==> src/rtl/bank_xfer_pkg.sv <==
package bank_xfer_pkg;

    localparam int BANK_W  = 3;
    localparam int BLOCK_W = 7;
    localparam int ADDR_W  = 16;
    localparam int WORD_W  = 16;

    typedef logic [BANK_W-1:0] bank_t;

    // Field order is fixed by the operand encoding (MSB first).
    typedef struct packed {
        logic [BLOCK_W-1:0] block;
        bank_t              src;
        bank_t              dst;
        bank_t              tgt;
    } bank_op_t;

    typedef enum logic [1:0] {
        PH_IDLE,
        PH_BASE,
        PH_COPY,
        PH_SWITCH
    } phase_e;

endpackage

==> src/rtl/bank_op_decode.sv <==
module bank_op_decode
    import bank_xfer_pkg::*;
#(
    parameter int GROUPS      = 64,
    parameter int SWITCH_COST = 8,
    parameter int COST_W      = 7
) (
    input  bank_op_t                op_i,
    input  bank_t                   cur_bank_i,
    output logic                    copy_o,
    output logic                    switch_o,
    output logic [ADDR_W-1:0]       base_o,
    output logic [COST_W-1:0]       cost_o
);

    localparam int SHIFT = ADDR_W - BLOCK_W;

    always_comb begin
        copy_o   = (op_i.src != op_i.dst);
        switch_o = (op_i.tgt != cur_bank_i);
        base_o   = {op_i.block, {SHIFT{1'b0}}};
        cost_o   = COST_W'(1)
                 + (copy_o   ? COST_W'(GROUPS)      : '0)
                 + (switch_o ? COST_W'(SWITCH_COST) : '0);
    end

endmodule

==> src/rtl/bank_copy_walker.sv <==
module bank_copy_walker
    import bank_xfer_pkg::*;
#(
    parameter int LANES  = 8,
    parameter int GROUPS = 64,
    localparam int IDX_W   = (GROUPS > 1) ? $clog2(GROUPS) : 1,
    localparam int LANE_SH = $clog2(LANES)
) (
    input  logic              clk,
    input  logic              rst_n,
    input  logic              start_i,
    input  logic [ADDR_W-1:0] base_i,
    output logic              active_o,
    output logic              last_o,
    output logic [ADDR_W-1:0] addr_o
);

    typedef struct packed {
        logic              active;
        logic [IDX_W-1:0]  idx;
        logic [ADDR_W-1:0] base;
    } walk_t;

    walk_t w_d, w_q;

    always_comb begin
        active_o = w_q.active;
        last_o   = w_q.active && (w_q.idx == IDX_W'(GROUPS - 1));
        addr_o   = w_q.base + (ADDR_W'(w_q.idx) << LANE_SH);

        w_d = w_q;
        if (start_i) begin
            w_d.active = 1'b1;
            w_d.idx    = '0;
            w_d.base   = base_i;
        end else if (w_q.active) begin
            w_d.idx = w_q.idx + IDX_W'(1);
            if (last_o) begin
                w_d.active = 1'b0;
            end
        end
    end

    always_ff @(posedge clk or negedge rst_n) begin
        if (!rst_n) begin
            w_q <= '0;
        end else begin
            w_q <= w_d;
        end
    end

    // consecutive groups sit LANES words apart
    assert_group_stride_R7: assert property (@(posedge clk) disable iff (!rst_n)
        (active_o && !last_o) |=> (active_o && (addr_o == $past(addr_o) + ADDR_W'(LANES))));

endmodule

==> src/rtl/bank_xfer_ctrl.sv <==
module bank_xfer_ctrl
    import bank_xfer_pkg::*;
#(
    parameter int LANES       = 8,
    parameter int SWITCH_COST = 8,
    localparam int BLOCK_WORDS = 1 << (ADDR_W - BLOCK_W),
    localparam int GROUPS      = BLOCK_WORDS / LANES,
    localparam int COST_W      = $clog2(GROUPS + SWITCH_COST + 2),
    localparam int SW_W        = $clog2(SWITCH_COST + 1),
    localparam int BUS_W       = LANES * WORD_W
) (
    input  logic              clk,
    input  logic              rst_n,
    input  logic              op_valid,
    input  logic [WORD_W-1:0] op_word,
    output logic              busy,
    output logic              done,
    output logic [COST_W-1:0] cycles_used,
    output logic [BANK_W-1:0] cur_bank,
    output logic              mem_rd_en,
    output logic [BANK_W-1:0] mem_rd_bank,
    output logic [ADDR_W-1:0] mem_rd_addr,
    input  logic [BUS_W-1:0]  mem_rd_data,
    output logic              mem_wr_en,
    output logic [BANK_W-1:0] mem_wr_bank,
    output logic [ADDR_W-1:0] mem_wr_addr,
    output logic [BUS_W-1:0]  mem_wr_data
);

    typedef struct packed {
        phase_e            phase;
        bank_op_t          op;
        bank_t             cur_bank;
        logic [SW_W-1:0]   sw_cnt;
        logic [COST_W-1:0] elapsed;
        logic [COST_W-1:0] last_cost;
    } ctrl_t;

    ctrl_t s_d, s_q;

    logic              do_copy, do_switch;
    logic [ADDR_W-1:0] base_addr;
    logic [COST_W-1:0] cost_dec;
    logic              walk_start, walk_active, walk_last;
    logic [ADDR_W-1:0] walk_addr;
    logic              finish;

    bank_op_decode #(
        .GROUPS      (GROUPS),
        .SWITCH_COST (SWITCH_COST),
        .COST_W      (COST_W)
    ) u_decode (
        .op_i       (s_q.op),
        .cur_bank_i (s_q.cur_bank),
        .copy_o     (do_copy),
        .switch_o   (do_switch),
        .base_o     (base_addr),
        .cost_o     (cost_dec)
    );

    bank_copy_walker #(
        .LANES  (LANES),
        .GROUPS (GROUPS)
    ) u_walker (
        .clk      (clk),
        .rst_n    (rst_n),
        .start_i  (walk_start),
        .base_i   (base_addr),
        .active_o (walk_active),
        .last_o   (walk_last),
        .addr_o   (walk_addr)
    );

    always_comb begin
        s_d        = s_q;
        walk_start = 1'b0;
        finish     = 1'b0;

        unique case (s_q.phase)
            PH_IDLE: begin
                if (op_valid) begin
                    s_d.phase   = PH_BASE;
                    s_d.op      = bank_op_t'(op_word);
                    s_d.elapsed = COST_W'(1);
                end
            end
            PH_BASE: begin
                s_d.elapsed = s_q.elapsed + COST_W'(1);
                if (do_copy) begin
                    walk_start = 1'b1;
                    s_d.phase  = PH_COPY;
                end else if (do_switch) begin
                    s_d.phase  = PH_SWITCH;
                    s_d.sw_cnt = SW_W'(SWITCH_COST - 1);
                end else begin
                    finish = 1'b1;
                end
            end
            PH_COPY: begin
                s_d.elapsed = s_q.elapsed + COST_W'(1);
                if (walk_last) begin
                    if (do_switch) begin
                        s_d.phase  = PH_SWITCH;
                        s_d.sw_cnt = SW_W'(SWITCH_COST - 1);
                    end else begin
                        finish = 1'b1;
                    end
                end
            end
            PH_SWITCH: begin
                s_d.elapsed = s_q.elapsed + COST_W'(1);
                if (s_q.sw_cnt == '0) begin
                    finish = 1'b1;
                end else begin
                    s_d.sw_cnt = s_q.sw_cnt - SW_W'(1);
                end
            end
        endcase

        if (finish) begin
            s_d.phase     = PH_IDLE;
            s_d.last_cost = s_q.elapsed;
            if (do_switch) begin
                s_d.cur_bank = s_q.op.tgt;
            end
        end
    end

    always_ff @(posedge clk or negedge rst_n) begin
        if (!rst_n) begin
            s_q <= '{phase: PH_IDLE, default: '0};
        end else begin
            s_q <= s_d;
        end
    end

    always_comb begin
        busy        = (s_q.phase != PH_IDLE);
        done        = finish;
        cycles_used = s_q.last_cost;
        cur_bank    = s_q.cur_bank;
        mem_rd_en   = walk_active;
        mem_rd_bank = s_q.op.src;
        mem_rd_addr = walk_addr;
        mem_wr_en   = walk_active;
        mem_wr_bank = s_q.op.dst;
        mem_wr_addr = walk_addr;
        mem_wr_data = mem_rd_data;
    end

    // counted busy time equals the decoded cost at completion
    assert_cost_match_R6: assert property (@(posedge clk) disable iff (!rst_n)
        done |-> (s_q.elapsed == cost_dec));

    // done is the final busy cycle
    assert_done_last_R9: assert property (@(posedge clk) disable iff (!rst_n)
        done |=> !busy);

    // the selector moves only right after completion
    assert_bank_hold_R8: assert property (@(posedge clk) disable iff (!rst_n)
        !$stable(s_q.cur_bank) |-> $past(done));

    // never write into the bank being read
    assert_no_self_copy_R4: assert property (@(posedge clk) disable iff (!rst_n)
        mem_wr_en |-> (mem_wr_bank != mem_rd_bank));

    // memory traffic only in the copy phase
    assert_copy_window_R7: assert property (@(posedge clk) disable iff (!rst_n)
        mem_wr_en |-> (s_q.phase == PH_COPY));

    // a request during a command leaves the held operand alone
    assert_ignore_busy_R10: assert property (@(posedge clk) disable iff (!rst_n)
        (busy && op_valid) |=> $stable(s_q.op));

endmodule

==> config.mk <==
export PLATFORM = sky130hd
export DESIGN_NAME = bank_xfer_ctrl
export DESIGN_NICKNAME = d
export VERILOG_FILES = /design/src/rtl/bank_xfer_pkg.sv /design/src/rtl/bank_op_decode.sv /design/src/rtl/bank_copy_walker.sv /design/src/rtl/bank_xfer_ctrl.sv
export SDC_FILE = /design/constraint.sdc
export NUM_CORES = 1
export LEC_CHECK = 0
export ABC_AREA = 1
export BUFFER_PORTS_ARGS = -buffer_cell sky130_fd_sc_hd__buf_2
export CAP_MARGIN = 20
export CORE_AREA = 2 2 128 130
export DETAILED_ROUTE_END_ITERATION = 6
export DIE_AREA = 0 0 130 132
export SLEW_MARGIN = 20
export SYNTH_ARGS = -nofsm -noshare
export SYNTH_HDL_FRONTEND = slang
export SYNTH_SLANG_ARGS = --single-unit
==> constraint.sdc <==
create_clock -name clk -period 1.68 [get_ports clk]
set_input_delay 0.252 -clock clk [delete_from_list [all_inputs] [get_ports clk]]
set_output_delay 0.252 -clock clk [all_outputs]
set_load 0.01 [all_outputs]
==> results of run 1 <==
==> Yosys cell counts (2+ instances only) <==
master,n
sky130_fd_sc_hd__nor2_1,11
sky130_fd_sc_hd__xor2_1,4
sky130_fd_sc_hd__buf_4,164
sky130_fd_sc_hd__buf_2,4
sky130_fd_sc_hd__dfrtp_1,53
sky130_fd_sc_hd__o21ai_0,9
sky130_fd_sc_hd__nand4_1,2
sky130_fd_sc_hd__nand2_1,115
sky130_fd_sc_hd__o21ai_1,7
sky130_fd_sc_hd__inv_2,4
sky130_fd_sc_hd__nor3_1,3
sky130_fd_sc_hd__nand2_4,3
sky130_fd_sc_hd__inv_1,29
sky130_fd_sc_hd__nand3_2,2
sky130_fd_sc_hd__a21oi_1,6
sky130_fd_sc_hd__o21ai_2,2
sky130_fd_sc_hd__ha_1,7
sky130_fd_sc_hd__xnor2_1,4
sky130_fd_sc_hd__a21oi_4,2
sky130_fd_sc_hd__nand3_1,12
sky130_fd_sc_hd__nor2_2,2
==> power by group through the flow <==
stage                     registers [mW]  clock network [mW]  logic (mW)
final                               2.26                1.20        3.58
after global routing                2.35                1.28        4.04
after CTS                           2.26                1.23        3.31
after detailed placement            2.27                   0        3.13
after global placement              2.25                   0        3.10
after floorplan                     2.25                   0        2.68
==> per-layer routing <==
metal  global-route usage (%)  part of all wire, %  up-vias
met3                     3.57                  8.3       52
met1                     10.8                   42     1069
li1                         -                    -     1129
met5                        0                    0        -
met4                     6.03                  5.6        0
met2                     13.4                   44      107
==> cells in the final DEF, fill, tap and decap left out, types with 2 or more instances in the layout <==
| cell | instances |
|---|---|
| sky130_fd_sc_hd__nor2_1 | 10 |
| sky130_fd_sc_hd__nand2_2 | 4 |
| sky130_fd_sc_hd__o21ai_1 | 7 |
| sky130_fd_sc_hd__buf_2 | 62 |
| sky130_fd_sc_hd__dfrtp_1 | 53 |
| sky130_fd_sc_hd__ha_1 | 3 |
| sky130_fd_sc_hd__clkbuf_16 | 5 |
| sky130_fd_sc_hd__nand3_2 | 2 |
| sky130_fd_sc_hd__a21oi_1 | 4 |
| sky130_fd_sc_hd__a21oi_4 | 2 |
| sky130_fd_sc_hd__nor3_1 | 3 |
| sky130_fd_sc_hd__xnor2_1 | 3 |
| sky130_fd_sc_hd__nand4_1 | 2 |
| sky130_fd_sc_hd__o21ai_2 | 2 |
| sky130_fd_sc_hd__xor2_1 | 4 |
| sky130_fd_sc_hd__ha_4 | 2 |
| sky130_fd_sc_hd__nand2_4 | 4 |
| sky130_fd_sc_hd__buf_4 | 28 |
| sky130_fd_sc_hd__o21ai_0 | 9 |
| sky130_fd_sc_hd__inv_1 | 27 |
| sky130_fd_sc_hd__inv_2 | 5 |
| sky130_fd_sc_hd__nand3_1 | 11 |
| sky130_fd_sc_hd__ha_2 | 2 |
| sky130_fd_sc_hd__nand2_1 | 111 |
| sky130_fd_sc_hd__a21oi_2 | 2 |
| sky130_fd_sc_hd__nor2_4 | 3 |
| sky130_fd_sc_hd__inv_6 | 2 |
| sky130_fd_sc_hd__buf_12 | 2 |
| sky130_fd_sc_hd__buf_6 | 4 |
| sky130_fd_sc_hd__conb_1 | 6 |
==> cell families after synthesis <==
kind of cell,after synthesis
XOR/XNOR,8
AO/OA/AOI/OAI,32
AND/OR/NAND/NOR,155
adder cells (fa/ha/maj),7
flip-flops,53
other,1
buffers and inverters,204
==> area by class of cell <==
type                            count  share of cell area [%]
Tap cell                          216                    7.27
Inverter                           34                    3.70
Multi-Input combinational cell    208                    31.8
Sequential cell                    53                    35.7
Timing Repair Buffer               98                    17.0
Clock buffer                        5                    3.37
Clock inverter                      3                    1.18
==> through the flow <==
stage | worst slack, ps | setup TNS [ps] | cells
final | -124 | -124 | 617
after global routing | -214 | -268 | 617
after CTS | -120 | -120 | 607
after detailed placement | 51.4 | 0 | 592
after global placement | 36.0 | 0 | 592
after floorplan | 75.8 | 0 | 465
==> flip-flops by register name, summed over array words and instances, names as in the netlist <==
signal             flops
cycles_used            7
cur_bank               3
u_walker.w_q          13
u_walker.active_o      1
mem_rd_bank            3
mem_wr_bank            3
s_q                   23
==> how the worst min path moves through the flow <==
| stage | depth (start not counted) | end | slack (ps) |
|---|---|---|---|
| floorplan | 0 | cur_bank[0] | -40 |
| global placement | 2 | cur_bank[1] | 280 |
| detailed placement | 2 | cur_bank[1] | 280 |
| CTS | 3 | s_q[33] | 140 |
| global route | 3 | s_q[31] | 160 |
| finish | 3 | s_q[33] | 150 |
==> worst max-delay path, cell delays in order, from the launching register on <==
cell and delay [ps]:
sky130_fd_sc_hd__dfrtp_1 390, sky130_fd_sc_hd__inv_2 110, sky130_fd_sc_hd__ha_4 150, sky130_fd_sc_hd__nand4_1 140, sky130_fd_sc_hd__nand2_1 120, sky130_fd_sc_hd__nand2_2 70, sky130_fd_sc_hd__nand2_4 70, sky130_fd_sc_hd__nand2_4 60
sky130_fd_sc_hd__clkinv_4 50, sky130_fd_sc_hd__buf_6 90
==> what timing repair did <==
| action | 4_1_cts | 5_1_grt |
|---|---|---|
| hold endpoints to repair | 53 | 0 |
| resized for setup | 15 | 16 |
| hold buffers | 1 | 0 |
| gates cloned | 0 | 0 |
| pin swaps | 4 | 6 |
| setup buffers | 6 | 11 |
| endpoints found under the setup margin | 2 | 8 |
==> metrics.txt, run 1 <==
maximum number of pins on one net before global-route repair 54; Layout Cell Area excl Fill 3720 µm²; capturing point of the worst reg2reg path s_q[37]; count of endpoints failing setup in the final report 1; total count of max-transition violations in the final report 0; RSZ-0062 raised after global routing true; share of the synthesized netlist area taken by xor and xnor gates 1.85%; vias per std cell 3.82; maximum clock path buffer count 2; Chip Height 132 µm; iteration count of the initial detailed-routing pass 5; fraction of layout instances using a drive strength above 1 roughly 36%; Power Dens Cells ~1900 nW/µm²; hold crit path type in -> reg; multi-input combinational cell area 1180 µm²; fraction of the yosys area taken by sequential cells roughly a third; number of hold violations in the final report 0; outcome finished with violations; cell at the root of the clock tree sky130_fd_sc_hd__clkbuf_16; number of global-route vias before repair ~2300; Max rail drop VDD 0.519 mV; clk_skew about 3.5 ps; Setup crit end kind primary output; post-layout utilization of the core 23.7%; number of enable-type register cells in the synthesized netlist 0; Fmax achieved 554 MHz; hpwl dp approximately 5.7 mm; antenna violations before repair 0; Clock H-tree levels 2; worst setup path endpoint done; Min-Delay Startpoint op_word[12]; max-cap viol count 0; Synth Area in Compound Gates 5.81%; global-route wire length before repair 12.2 mm; area added between synthesis and finish -2.01%; horizontal extent of the die 130 µm; total via count in the routed design 2357; cell accounting for the most synthesized area sky130_fd_sc_hd__dfrtp_1; share of synthesized cell area in and, or, nand and nor gates 18.4%; clock tree from TritonCTS built; switching share of power between 40 and 50%; Critical Path Source s_q[38]; R2R setup slack 60 ps; total standard cell area after synthesis 3790 µm²; dominant combinational cell family by area after synthesis buffers and inverters; Port Buffers 64; Min Clock Period, post-route 1800 ps; number of library cell types mapped by synthesis 36; Avg Synthesized Cell Area around 8 µm²; power share of the clock group about 17%; standard-cell rows 46; Gate power share roughly 51%; final estimated routing congestion in global placement 0.772; DRT Wirelength 7.76 mm; Layout Nets 554; sinks on the clock net 53; CP Class reg -> out; smallest setup slack after layout -124 ps; post-DR wirelength/cell 12.6 µm; Boundary Pins roughly 330; critical path launch point type flop; number of synthesized register bits between 50 and 60; area enclosed by the die boundary 17200 µm²; CP required 1430 ps; leakage power figure 1.94 nW; top-area cell type share of the netlist area 35.0%; clk_lat worst skew ~290 ps; overall power of the completed layout 7.03 mW; Core Footprint about 16000 µm²; number of cells produced by synthesis 460; most used flip-flop cell after synthesis sky130_fd_sc_hd__dfrtp_1; clock buffer count from CTS 5; Crit path arrival time 1550 ps; number of synthesis warnings 0; DR DRC count 0; n_diodes 0; internal power 4.12 mW; Final Hold Slack 149 ps; violations in the final reports negative setup slack; fraction of the mapped netlist area in adder cells 2.31%; Fill cells 1707; final global-route overflow total 0; Initial Util 24.1%; overall global routing resource usage between 9 and 10%; ratio of final minimum period to clock period 107%; share of async-settable or async-resettable flops after synthesis 100%; post-placement cell area ~3300 µm²; highest fanout seen on the critical path 3; clock transition at the registers of the reported paths 70 ps; combined flip-flop and latch cell area 1330 µm²; critical register-to-register path startpoint s_q[37]; power spent charging and discharging nets 2.91 mW; Sequential Power Share 32.1%; First DRT Iteration DRCs just under 90; depth of the worst register-to-register path 11; post-route antenna net violation count 0; synth top area cells sky130_fd_sc_hd__dfrtp_1 35%, sky130_fd_sc_hd__buf_4 32%, sky130_fd_sc_hd__nand2_1 11%; portion of netlist area occupied by mux cells 0%
No activity file was read; power rests on OpenSTA's default activity.
==> run 2: changes to the inputs <==
--- a/config.mk
+++ b/config.mk
@@ -6,11 +6,11 @@
 export NUM_CORES = 1
 export LEC_CHECK = 0
 export ABC_AREA = 1
-export BUFFER_PORTS_ARGS = -buffer_cell sky130_fd_sc_hd__buf_2
 export CAP_MARGIN = 20
-export CORE_AREA = 2 2 128 130
+export CORE_AREA = 2 2 127 129
 export DETAILED_ROUTE_END_ITERATION = 6
-export DIE_AREA = 0 0 130 132
+export DIE_AREA = 0 0 129 131
+export DONT_BUFFER_PORTS = 1
 export SLEW_MARGIN = 20
 export SYNTH_ARGS = -nofsm -noshare
 export SYNTH_HDL_FRONTEND = slang
==> metrics.txt, run 2 (same netlist as run 1, synthesis figures left out) <==
global-route wire length before repair 12.3 mm; max FFs per register 23; clock tree from TritonCTS built; area added between synthesis and finish -10.7%; Power Dens Cells 2010 nW/µm²; clk_skew 6.82 ps; outcome finished with violations; horizontal extent of the die 129 µm; post-DR wirelength/cell 13.8 µm; number of hold violations in the final report 0; ratio of final minimum period to clock period 104%; clk_lat worst skew 290 ps; final global-route overflow total 0; final estimated routing congestion in global placement 0.746; Chip Height around 130 µm; First DRT Iteration DRCs 107; commonest non-fill, non-tap cells in the layout 108 x sky130_fd_sc_hd__nand2_1, 49 x sky130_fd_sc_hd__dfrtp_1, 30 x sky130_fd_sc_hd__buf_4, 24 x sky130_fd_sc_hd__inv_1, 12 x sky130_fd_sc_hd__nand3_1; Max rail drop VDD 0.590 mV; total via count in the routed design approximately 2100; DR DRC count 0; standard-cell rows 46; overall global routing resource usage 9.48%; violations in the final reports negative setup slack; antenna violations before repair 0; Port Buffers 0; Layout Nets 491; CP Class reg -> out; clock buffer count from CTS 5; fraction of layout instances using a drive strength above 1 ~25%; smallest setup slack after layout -72.6 ps; area enclosed by the die boundary 16900 µm²; n_diodes 0; Clock H-tree levels 2; DRT Wirelength 7.65 mm; most common cell after layout, fill and taps aside sky130_fd_sc_hd__nand2_1; number of global-route vias before repair between 2000 and 2500; post-route antenna net violation count 0; Fmax achieved 571 MHz; vias per std cell 3.83; hold crit path type in -> reg; max-cap viol count 0; top register by number of flip-flops s_q; Initial Util about 24%; leakage power figure 1.66 nW; Setup Total Neg Slack -72.6 ps; highest fanout seen on the critical path 3; Min Clock Period, post-route 1750 ps; Crit path arrival time 1500 ps; Final Hold Slack 72.2 ps; iteration count of the initial detailed-routing pass 5; total count of max-transition violations in the final report 0; CP required 1430 ps; non-filler cells, final 554; maximum number of pins on one net before global-route repair 54; R2R setup slack about 110 ps; Core Footprint around 16000 µm²; hpwl dp just under 6 mm; sinks on the clock net 53; maximum clock path buffer count 2; critical path launch point type flop; Placed Cells incl. Taps 530; count of endpoints failing setup in the final report 1; Boundary Pins 327; Setup crit end kind primary output; RSZ-0062 raised after global routing true; cell at the root of the clock tree sky130_fd_sc_hd__clkbuf_16; clock transition at the registers of the reported paths about 70 ps
[run 2: cell types whose count changed in the layout (fill, tap and decap cells not counted), sizes merged]
cell,previous run,this run
clkinvlp,0,1
bufinv,1,2
clkinv,2,1
inv,34,33
buf,97,34
[run 2: critical path, stage by stage, from the launching register on]
cell	delay, ps
sky130_fd_sc_hd__dfrtp_1	390
sky130_fd_sc_hd__ha_1	220
sky130_fd_sc_hd__nand2_2	130
sky130_fd_sc_hd__nor2_8	40
sky130_fd_sc_hd__nand3_2	60
sky130_fd_sc_hd__nand2_1	60
sky130_fd_sc_hd__nand2_2	90
sky130_fd_sc_hd__nand2_4	70
sky130_fd_sc_hd__nand2_8	80
sky130_fd_sc_hd__clkinv_8	60
[run 2: per-layer routing]
layer	vias to the layer above	track usage [%]	part of all wire, %
li1	1002	-	-
met1	960	10.8	39
met2	119	15.1	47
met3	40	3.91	10
met4	0	5.43	4.0
met5	-	0	0
[run 2: layout make-up]
| class | count | area [µm²] |
|---|---|---|
| fillers | 1701 | 12200 |
| multi-input cells | 208 | 1150 |
| repair buffers | 35 | 297 |
| inverters | 34 | 146 |
| clock inverters | 3 | 68.8 |
| flip-flops and latches | 53 | 1330 |
| clock buffers | 5 | 125 |
| well taps | 216 | 270 |
[run 2: power by group]
part / total, mW / internal, mW / switching [mW]
clock: 1.33 / 0.859 / 0.472
combinational: 2.97 / 1.26 / 1.71
sequential: 2.50 / 1.84 / 0.656
total: 6.80 / 3.96 / 2.84
[run 2: repair_timing]
| item | 4_1_cts | 5_1_grt |
|---|---|---|
| hold buffers | 2 | 0 |
| gates resized for setup | 13 | 17 |
| setup buffers | 11 | 5 |
| setup endpoints to repair | 1 | 38 |
| endpoints found under the hold margin | 53 | 0 |
| pin swaps | 4 | 7 |
[run 2: through the flow]
stage | util (%) | setup slack, ps | area [µm²] | power, mW
final | 21.7 | -72.6 | 3390 | 6.80
after global routing | 21.7 | -169 | 3390 | 7.43
after CTS | 21.3 | -100 | 3320 | 6.70
after detailed placement | 19.0 | 66.5 | 2970 | 5.07
after global placement | 19.0 | 95.7 | 2970 | 4.98
after floorplan | - | 75.8 | 3810 | 4.94
[run 2: path summary, 6_finish.rpt]
check | from | to | cells past startpoint
setup / recovery | u_walker.w_q[16] | done | 9
hold / removal | op_word[11] | s_q[32] | 2
setup reg to reg | mem_wr_bank[2] | mem_wr_bank[2] | 10
hold reg to reg | s_q[35] | u_walker.w_q[14] | 2
max in group asynchronous | rst_n | mem_wr_bank[2] | 2
min in group asynchronous | rst_n | s_q[17] | 2
==> run 3: changes to the inputs <==
--- a/config.mk
+++ b/config.mk
@@ -11,6 +11,7 @@
 export DETAILED_ROUTE_END_ITERATION = 6
 export DIE_AREA = 0 0 129 131
 export DONT_BUFFER_PORTS = 1
+export PLACE_DENSITY = 0.47
 export SLEW_MARGIN = 20
 export SYNTH_ARGS = -nofsm -noshare
 export SYNTH_HDL_FRONTEND = slang
==> metrics.txt, run 3 (same netlist as run 1, synthesis figures left out) <==
maximum number of pins on one net before global-route repair 54; Layout Nets 491; non-filler cells, final 554; RSZ-0062 raised after global routing true; violations in the final reports negative setup slack; vias per std cell between 3 and 4; number of hold violations in the final report 0; DRT Wirelength 7.15 mm; CP Class reg -> out; Clock H-tree levels 2; count of endpoints failing setup in the final report 1; area added between synthesis and finish -10.9%; top register by number of flip-flops s_q; commonest non-fill, non-tap cells in the layout 110 x sky130_fd_sc_hd__nand2_1, 51 x sky130_fd_sc_hd__dfrtp_1, 29 x sky130_fd_sc_hd__buf_4, 24 x sky130_fd_sc_hd__inv_1, 12 x sky130_fd_sc_hd__nand3_1; post-route antenna net violation count 0; cell at the root of the clock tree sky130_fd_sc_hd__clkbuf_16; Min Clock Period, post-route approximately 1700 ps; most common cell after layout, fill and taps aside sky130_fd_sc_hd__nand2_1; max FFs per register 23; post-layout utilization of the core 21.7%; Placed Cells incl. Taps 530; total via count in the routed design about 2100; Power Dens Cells 1970 nW/µm²; maximum clock path buffer count 2; final global-route overflow total 0; Fmax achieved 574 MHz; Buffers & Inverters on Critical Path 2; overall global routing resource usage 8.45%; fraction of layout instances using a drive strength above 1 24.9%; clock buffer count from CTS 5; Port Buffers 0; Chip Height 131 µm; number of global-route vias before repair 2096; critical path launch point type flop; sinks on the clock net 53; clk_skew 4.96 ps; ordered cell list for the critical path inv_2, nand2_2, nand2_2, nand4_1, nand2_2, nand2_2, nand2_4, nand2_4, clkinv_4; Boundary Pins 327; clock transition at the registers of the reported paths 70 ps; iteration count of the initial detailed-routing pass 4; post-DR wirelength/cell around 13 µm; leakage power figure 1.67 nW; slowest cell on the critical path sky130_fd_sc_hd__dfrtp_1; Initial Util 24.3%; total count of max-transition violations in the final report 0; clock tree from TritonCTS built; family with the most delay on the worst path simple AND/OR/NAND/NOR gates; ratio of final minimum period to clock period 104%; Core Footprint 15600 µm²; Crit path arrival time between 1000 and 1500 ps; First DRT Iteration DRCs 141; horizontal extent of the die 129 µm; outcome finished with violations; antenna violations before repair 0; Setup crit end kind primary output; hold crit path type in -> reg; CP required 1430 ps; clk_lat worst skew 300 ps; slowest cell delay on critical path approximately 440 ps; hpwl dp around 5.2 mm; final estimated routing congestion in global placement 0.753; area enclosed by the die boundary ~17000 µm²; standard-cell rows 46; Max rail drop VDD 0.645 mV; DR DRC count 0; cell occurring most often along the worst timing path sky130_fd_sc_hd__nand2_2; highest fanout seen on the critical path 3; Final Hold Slack roughly 63 ps; overall power of the completed layout between 6 and 7 mW; n_diodes 0; smallest setup slack after layout -61.3 ps; Setup WS pre-CTS 43.9 ps; global-route wire length before repair 10.8 mm; max-cap viol count 0
## run 3: changes by cell type in the layout (fill, tap and decap cells not counted), moves of 2 or more
| cell | change |
|---|---|
| sky130_fd_sc_hd__xnor2_2 | +3 |
| sky130_fd_sc_hd__clkinv_4 | +3 |
| sky130_fd_sc_hd__xnor2_1 | -3 |
| sky130_fd_sc_hd__dfrtp_1 | +2 |
| sky130_fd_sc_hd__dfrtp_2 | -2 |
| sky130_fd_sc_hd__nand2_2 | -2 |
| sky130_fd_sc_hd__nand2_1 | +2 |
## run 3: path summary, 6_finish.rpt
check	from	end	slack (ps)	cells past startpoint
worst min-delay path	op_word[13]	s_q[34]	60	2
worst max register to register	s_q[37]	s_q[10]	110	9
max in group asynchronous	rst_n	mem_rd_bank[2]	950	2
worst max-delay path	mem_rd_bank[0]	done	-60	9
min in group asynchronous	rst_n	s_q[14]	480	2
worst min register to register	s_q[30]	u_walker.w_q[9]	470	2
## run 3: final cells by class
cell class,instances,area [µm²]
Multi-Input combinational cell,208,1170
Tap cell,216,270
Clock inverter,3,46.3
Inverter,34,138
Fill cell,1704,12200
Sequential cell,53,1330
Timing Repair Buffer,35,300
Clock buffer,5,125
## run 3: metrics by stage
step,TNS [ps],cell area (µm²)
after floorplan,0,3810
after global placement,0,2970
after detailed placement,0,2970
after CTS,-104,3270
after global routing,-189,3380
final,-61.3,3380
## run 3: what timing repair did
item / CTS / global route
endpoints found under the setup margin: 2 / 3
pin swaps: 5 / 8
endpoints found under the hold margin: 53 / 0
buffers inserted: 5 / 9
gates resized for setup: 16 / 15
hold buffers: 2 / 0
cloned: 0 / 0
## run 3: worst register-to-register path, delay by kind of cell (launching register included)
kind / cells / cell delay, ps
AO/OA/AOI/OAI: 2 / 300
adder cells (fa/ha/maj): 1 / 160
buffers and inverters: 6 / 580
flip-flops: 1 / 440
## run 3: where the power goes
| part | total [mW] | switching, mW | internal, mW |
|---|---|---|---|
| Combinational | 3.00 | 1.71 | 1.29 |
| Sequential | 2.47 | 0.632 | 1.83 |
| Clock | 1.21 | 0.502 | 0.707 |
| Total | 6.67 | 2.84 | 3.83 |
## run 3: routing by layer
layer,track usage [%],up-vias,share of wire [%]
li1,-,1008,-
met1,9.34,982,40
met2,13.6,110,48
met3,3.42,35,8.6
met4,5.37,0,3.8
met5,0,-,0
